[config.mk]
export PLATFORM = sky130hd
export DESIGN_NAME = vit_irq_unit
export DESIGN_NICKNAME = d
export VERILOG_FILES = /design/src/rtl/vit_irq_unit.sv
export SDC_FILE = /design/constraint.sdc
export NUM_CORES = 1
export LEC_CHECK = 0
export BUFFER_PORTS_ARGS = -buffer_cell sky130_fd_sc_hd__buf_2
export CAP_MARGIN = 20
export CELL_PAD_IN_SITES_DETAIL_PLACEMENT = 1
export CELL_PAD_IN_SITES_GLOBAL_PLACEMENT = 1
export CORE_MARGIN = 3
export CORE_UTILIZATION = 43
export DETAILED_ROUTE_END_ITERATION = 8
export PLACE_DENSITY = 0.84
export SLEW_MARGIN = 20
export SYNTH_ARGS = -nofsm -noshare
export SYNTH_HDL_FRONTEND = slang
export SYNTH_SLANG_ARGS = --single-unit
[constraint.sdc]
create_clock -name clk -period 2.2 [get_ports clk]
set_clock_uncertainty 0.2 [all_clocks]
set_input_delay 0.22 -clock clk [delete_from_list [all_inputs] [get_ports clk]]
set_output_delay 0.22 -clock clk [all_outputs]
set_load 0.005 [all_outputs]
[src/rtl/vit_irq_unit.sv]
module vit_irq_unit (
  input  logic       clk,
  input  logic       rst_n,
  input  logic       tick,
  input  logic [3:0] reg_idx,
  input  logic       wr_en,
  input  logic       rd_en,
  input  logic [7:0] wdata,
  output logic [7:0] rdata,
  input  logic [4:0] evt_in,
  output logic       irq
);

  localparam logic [3:0] IX_A_LO  = 4'd4;
  localparam logic [3:0] IX_A_HI  = 4'd5;
  localparam logic [3:0] IX_AL_LO = 4'd6;
  localparam logic [3:0] IX_AL_HI = 4'd7;
  localparam logic [3:0] IX_B_LO  = 4'd8;
  localparam logic [3:0] IX_B_HI  = 4'd9;
  localparam logic [3:0] IX_SHIFT = 4'd10;
  localparam logic [3:0] IX_AUX   = 4'd11;
  localparam logic [3:0] IX_PERI  = 4'd12;
  localparam logic [3:0] IX_FLAG  = 4'd13;
  localparam logic [3:0] IX_ENAB  = 4'd14;

  logic [15:0] cnt_a, lat_a, cnt_b;
  logic [7:0]  lat_b_lo, aux, peri, shf;
  logic [6:0]  flg, ena, clr, set;
  logic [4:0]  evt_q, evt_rise;
  logic        b_armed, a_uf, b_fire;

  wire wa = wr_en && reg_idx == IX_A_HI;
  wire wb = wr_en && reg_idx == IX_B_HI;

  assign evt_rise = evt_in & ~evt_q;
  assign a_uf     = tick && cnt_a == 16'h0 && !wa;
  assign b_fire   = tick && !aux[5] && cnt_b == 16'h0 && b_armed && !wb;
  assign irq      = |(flg & ena);

  always_comb begin
    clr = '0;
    if (wr_en) begin
      if (reg_idx == IX_A_HI) clr[6] = 1'b1;
      if (reg_idx == IX_B_HI) clr[5] = 1'b1;
      if (reg_idx == IX_FLAG) clr = clr | wdata[6:0];
    end
    if (rd_en) begin
      if (reg_idx == IX_A_LO)  clr[6] = 1'b1;
      if (reg_idx == IX_B_LO)  clr[5] = 1'b1;
      if (reg_idx == IX_SHIFT) clr[2] = 1'b1;
    end
  end

  assign set = {a_uf, b_fire, evt_rise};

  always_comb begin
    case (reg_idx)
      IX_A_LO:  rdata = cnt_a[7:0];
      IX_A_HI:  rdata = cnt_a[15:8];
      IX_AL_LO: rdata = lat_a[7:0];
      IX_AL_HI: rdata = lat_a[15:8];
      IX_B_LO:  rdata = cnt_b[7:0];
      IX_B_HI:  rdata = cnt_b[15:8];
      IX_SHIFT: rdata = shf;
      IX_AUX:   rdata = aux;
      IX_PERI:  rdata = peri;
      IX_FLAG:  rdata = {irq, flg};
      IX_ENAB:  rdata = {1'b1, ena};
      default:  rdata = 8'h00;
    endcase
  end

  always_ff @(posedge clk) begin
    if (wa)
      cnt_a <= {wdata, lat_a[7:0]};
    else if (tick)
      cnt_a <= (cnt_a == 16'h0 && aux[6]) ? lat_a : cnt_a - 16'h1;
    if (wb)
      cnt_b <= {wdata, lat_b_lo};
    else if (tick && !aux[5])
      cnt_b <= cnt_b - 16'h1;
  end

  always_ff @(posedge clk or negedge rst_n) begin
    if (!rst_n) begin
      lat_a    <= '0;
      lat_b_lo <= '0;
      aux      <= '0;
      peri     <= '0;
      shf      <= '0;
      flg      <= '0;
      ena      <= '0;
      evt_q    <= '0;
      b_armed  <= 1'b0;
    end else begin
      evt_q <= evt_in;
      flg   <= (flg & ~clr) | set;
      if (wb) b_armed <= 1'b1;
      else if (b_fire) b_armed <= 1'b0;
      if (wr_en) begin
        case (reg_idx)
          IX_A_LO, IX_AL_LO: lat_a[7:0] <= wdata;
          IX_A_HI, IX_AL_HI: lat_a[15:8] <= wdata;
          IX_B_LO:  lat_b_lo <= wdata;
          IX_SHIFT: shf <= wdata;
          IX_AUX:   aux <= wdata;
          IX_PERI:  peri <= wdata;
          IX_ENAB:  ena <= wdata[7] ? (ena | wdata[6:0]) : (ena & ~wdata[6:0]);
          default:  ;
        endcase
      end
    end
  end

  a_r4_load_transfer: assert property (@(posedge clk) disable iff (!rst_n)
    wa |=> cnt_a == {$past(wdata), $past(lat_a[7:0])});

  a_r3_free_run_reload: assert property (@(posedge clk) disable iff (!rst_n)
    (tick && cnt_a == 16'h0 && aux[6] && !wa) |=> cnt_a == $past(lat_a) && flg[6]);

  a_r8_flag_clear: assert property (@(posedge clk) disable iff (!rst_n)
    (wr_en && reg_idx == IX_FLAG && !tick && evt_rise == 5'b0) |=> (flg & $past(wdata[6:0])) == 7'h0);

  a_r9_enable_set: assert property (@(posedge clk) disable iff (!rst_n)
    (wr_en && reg_idx == IX_ENAB && wdata[7]) |=> (ena & $past(wdata[6:0])) == $past(wdata[6:0]));

  a_r9_enable_clear: assert property (@(posedge clk) disable iff (!rst_n)
    (wr_en && reg_idx == IX_ENAB && !wdata[7]) |=> (ena & $past(wdata[6:0])) == 7'h0);

  a_r10_edge_sets: assert property (@(posedge clk) disable iff (!rst_n)
    (evt_in[1] && !evt_q[1]) |=> flg[1]);

  a_r5_hold: assert property (@(posedge clk) disable iff (!rst_n)
    (aux[5] && !wb) |=> $stable(cnt_b));

  a_r12_irq_quiet: assert property (@(posedge clk) disable iff (!rst_n)
    (ena == 7'h0) |-> !irq);

endmodule

== Word level (Yosys, flattened, before mapping) ==
Cells that the tools add are included.

* Bits in registers: 100
* Output and inout port bits: 9

* $add $sub $neg: 2
* Equal/unequal tests: 11
* Mux-type cells: 20
* Bitwise gates (word level): 10
* Reduce and logical (&&, ||, !) cells: 27

{| class="wikitable"
|+ Operators by type and width
! operator !! count
|-
| $pmux 8 s11 || 1
|-
| $mux 16 || 5
|-
| $logic_not 16->1 || 2
|-
| $sub 16x1->16 const B || 2
|-
| $eq 4x4->1 const B || 7
|-
| $and 7x7->7 || 3
|-
| $mux 7 || 3
|-
| $or 7x7->7 || 3
|-
| $eq 4x3->1 const B || 4
|-
| $not 7->7 || 2
|-
| $reduce_and 2->1 || 7
|-
| $mux 1 || 10
|-
| $logic_and 1x1->1 || 9
|-
| $reduce_or 7->1 || 1
|-
| $reduce_bool 2->1 || 3
|-
| $and 5x5->5 || 1
|-
| $not 5->5 || 1
|-
| $reduce_or 2->1 || 2
|-
| $logic_not 1->1 || 3
|-
| $mux 2 || 1
|}

== Longest topological paths before layout ==
* Depth in word-level cells: 11
* Gate-level depth with buffers: 8
* Gate-level depth less buffers: 6

== Least setup slack after synthesis ==
Ideal clock, no wire load.

* Kind: register to register
* Start point: reg aux[5]
* End point: reg cnt_b[0] (enable)
* Library setup time: 0.411 ns
* Arrival: 1.581 ns
* Data required time: 1.589 ns
* Slack: 0.008 ns
* Cell stages (with the launch flop): 2
* Path buffers: 0
* Period minus slack after synthesis: 2.192 ns
* Cells stage by stage: dfrtp_1 o21ai_0

* Word-level cells in the longest chain between the ends: 3

{| class="wikitable"
|+ RTL lines
! element !! line !! source
|-
| start, declared || 27 || <nowiki>logic [7:0] lat_b_lo, aux, peri, shf;</nowiki>
|-
| start signal, assigned || 106 || <nowiki>IX_AUX: aux <= wdata;</nowiki>
|-
| $logic_not 1->1 || 80 || <nowiki>else if (tick && !aux[5])</nowiki>
|-
| $logic_and 1x1->1 || 80 ||
|-
| $reduce_bool 2->1 (no source line) || -- ||
|-
| end signal, assigned || 79 || <nowiki>cnt_b <= {wdata, lat_b_lo};</nowiki>
|-
| end signal, assigned || 81 || <nowiki>cnt_b <= cnt_b - 16'h1;</nowiki>
|-
| end, declared || 26 || <nowiki>logic [15:0] cnt_a, lat_a, cnt_b;</nowiki>
|}

No other way between the ends.
A chain may end at the register's enable or synchronous reset.

== Worst setup path after layout ==
* Start point: reg cnt_a[0]
* End point: out rdata[0]

* Word-level cells in the longest chain between the ends: 1

{| class="wikitable"
|+ RTL lines
! element !! line !! source
|-
| start, declared || 26 ||
|-
| start signal, assigned || 75 || <nowiki>cnt_a <= {wdata, lat_a[7:0]};</nowiki>
|-
| start signal, assigned || 77 || <nowiki>cnt_a <= (cnt_a == 16'h0 && aux[6]) ? lat_a : cnt_a - 16'h1;</nowiki>
|-
| $pmux 8 s11 || 57 || <nowiki>case (reg_idx)</nowiki>
|-
| end, declared || 9 || <nowiki>output logic [7:0] rdata,</nowiki>
|}

No other way between the ends.

==> run metrics <==
worst rel slew slack=0.657; Setup WS pre-CTS=~0.0052 ns; die width=around 120 µm; critical path peak fanout=3; Sw Share=0.304; antenna violations before repair=0; Ys Warns=0; Int Pwr=roughly 3700 µW; WL/cell=25.1 µm; Pleak=about 0.0028 µW; Total Routed Length=19,800 µm; dpl cells=between 700 and 800; delay-heaviest family, CP=compound AO/OA/AOI/OAI gates; placed cell areas=6320 µm²; Max Root-Sink Buffers=2; CP Data Required Time=~1.8 ns; Die H=between 100 and 150 µm; Worst Setup End Kind=output pin; Async SR Flop Fraction=0.680; P per Cell Area=around 760 nW/µm²; H-tree depth=3; setup slack, reg-to-reg=-0.04 ns; sequential area share after synthesis=0.471; syn_nets=between 500 and 600; first-pass GRT wire length=between 20,000 and 30,000 µm; endpoint of the worst hold path=flg[5]; core area=between 10,000 and 15,000 µm²; synthesized instance count=~520; Critical R2R Capture=cnt_a[3]; fillers=about 1,400; count of final setup violators=5; Max Freq=0.433 GHz; syn avg cell area=around 11 µm²; failing checks=setup timing; worst path buffer plus inverter count=2; Port Buffers=30; multi-input logic area=approximately 2800 µm²; Congestion Overflow GR=0; peak per-stage delay on the critical path=about 0.46 ns; VDD IR-drop max=0.604 mV; #FFs+latches synth=100; IO Count=31; Max Cap Viol=0; DR DRC count=0; type of origin of the critical path=flip-flop; Iteration-0 DRC Markers=around 540; Hold Path Depth=4; worst skew pair latency=~0.35 ns; top post-synthesis cells by area=dfrtp_1 (30%), edfxtp_1 (17%), mux2_2 (11%); HPWL Detailed=between 10,000 and 15,000 µm; Final Cycle Share=1.05; RSZ-0062 raised after global routing=yes; clock buffers created by TritonCTS=9; Initial Util=0.444; largest net degree at the start of global routing=50; ANT cells=0; TNS Setup=-0.269 ns; Clock power frac=0.288; layout cells sized above 1=0.338; GP Congestion=~0.96; Reg2Reg Depth=7; Worst-path clk slew=0.07 ns; cell with the most instances on the worst path=a221o_1; CTS sink cnt=100; drt first pass iters=6; WS Path Type=reg2out; Reg power frac=0.488; Tmin final=2.31 ns; total track usage=0.271; antenna-violating nets left=0; commonest cells after routing, fill and taps aside=buf_4 (72), dfrtp_1 (68), nand2_1 (56), mux2_2 (53), edfxtp_1 (32); worst path arrival time=1.89 ns; Post-synth EDFFs=32; Row Count=41; leading area contributor after synthesis=dfrtp_1; fin. max-slew vios=0; fin cells=788; status=finished, violations left; Sw Pwr=1600 µW; fin nets=between 600 and 700; Hold/Removal Path Class=in2reg; Hold Vio Cnt, Final=0; vias per std cell=approximately 6.2; R2R Path Start=cnt_a[0]; die area=between 10,000 and 15,000 µm²; Worst Hold Launch=rd_en; post-synthesis cell area=approximately 5700 µm²; post-route cell area=6910 µm²; most common cell after layout, fill and taps aside=buf_4; via count=4,847; worst hold margin=0.0608 ns; clk root buf=clkbuf_16; CP Cell Sequence=buf_6, a22o_1, a221o_1, a221o_1, buf_2; area grow syn2layout=22.2%; CTS tree=built; Cell variety after synth=70; Combinational Power Share=0.224; number of global-route vias before repair=5,039; share of the synthesized area in the top cell type=0.301; CP max-delay cell=edfxtp_1; register area=around 2700 µm²; setup ws final=-0.109 ns; top_reg_cell synth=dfrtp_1; Worst-Margin Slew=0.514 ns
[synth_stat cells (3+ instances only)]
cell type	count
o31ai_1	9
mux2_4	6
nand3_1	19
buf_2	18
a221o_1	3
nand4_1	7
buf_4	4
a221oi_1	3
or4_1	3
xor2_1	13
a22oi_1	6
nand2_1	56
nor2_1	24
o21ai_0	26
o211ai_1	6
nor3b_1	3
nor4_1	3
and3_1	5
a21oi_1	7
a32o_1	7
nor3_1	8
nand3b_1	6
mux2i_1	13
dfrtp_1	68
nand2b_1	7
xnor2_1	4
mux2_2	53
inv_1	16
ha_1	3
o22ai_1	3
nor2b_1	5
a32oi_1	6
edfxtp_1	32
a31oi_1	3
clkbuf_1	18
a22o_1	8
[per-layer routing]
metal	routed length (µm)	part of all wire	global-route usage	vias up
li1	-	-	-	2130
met1	8010	0.40	0.355	2475
met2	10100	0.51	0.460	202
met3	1240	0.063	0.0533	40
met4	441	0.022	0.0701	0
met5	0	0	0	-
[worst max path at each step]
| stage | start | to | slack [ns] | depth (start not counted) |
|---|---|---|---|---|
| floorplan | aux[5] | cnt_b[0] | 0.008 | 1 |
| global placement | reg_idx[3] | cnt_a[7] | 0.03 | 6 |
| finish | cnt_a[0] | rdata[0] | -0.11 | 5 |
| CTS | cnt_b[0] | rdata[0] | -0.07 | 5 |
| global route | cnt_a[0] | rdata[0] | -0.14 | 5 |
| detailed placement | cnt_a[1] | cnt_a[4] | 0.005 | 7 |
[cells by family after synthesis]
kind of cell	after synthesis	share of synthesized area
mux	73	0.148
xor+xnor	17	0.0263
simple gates	166	0.161
fa+ha+maj	3	0.00664
buf+inv	57	0.0445
compound gates	108	0.142
flops	100	0.471
[cell type report]
cell class,instances,area share
tap,172,0.0311
clock buffer,13,0.0362
clock inverter,3,0.00326
inverter,16,0.00869
multi-input combinational,367,0.408
sequential,100,0.385
timing repair buffer,117,0.127
[power groups by stage]
stage,Combinational (µW),Clock (µW),Sequential (µW)
5_1_grt,1260,1620,2590
6_report,1180,1520,2570
3_5_place_dp,1020,0,2590
4_1_cts,1080,1540,2550
2_1_floorplan,638,0,2460
3_3_place_gp,965,0,2570
[stage by stage]
step,total power [µW],util
2_1_floorplan,3100,-
3_3_place_gp,3530,0.496
3_5_place_dp,3610,0.496
4_1_cts,5180,0.531
5_1_grt,5470,0.543
6_report,5260,0.543
[repair_timing]
| item | CTS | global route |
|---|---|---|
| buffers inserted | 10 | 11 |
| cloned | 0 | 0 |
| hold buffers | 7 | 0 |
| endpoints found under the setup margin | 8 | 22 |
| hold endpoints to repair | 30 | 0 |
| resized for setup | 6 | 14 |
| pin swaps | 6 | 3 |
[worst reg2reg max path, cell delays in order (launching register included)]
cell      delay, ns
edfxtp_1       0.46
inv_1          0.14
ha_4           0.15
and4bb_2       0.24
nand4_1        0.14
nand2b_1       0.16
buf_4          0.17
mux2_4         0.31
[sequential cells by signal, indices dropped and copies added, names as in the netlist, named ones only]
register	count
evt_q	5
shf	8
flg	7
aux	8
lat_a	16
peri	8
b_armed	1
cnt_a	16
lat_b_lo	8
cnt_b	16
Note: power is estimated with default switching activity, not from simulation.
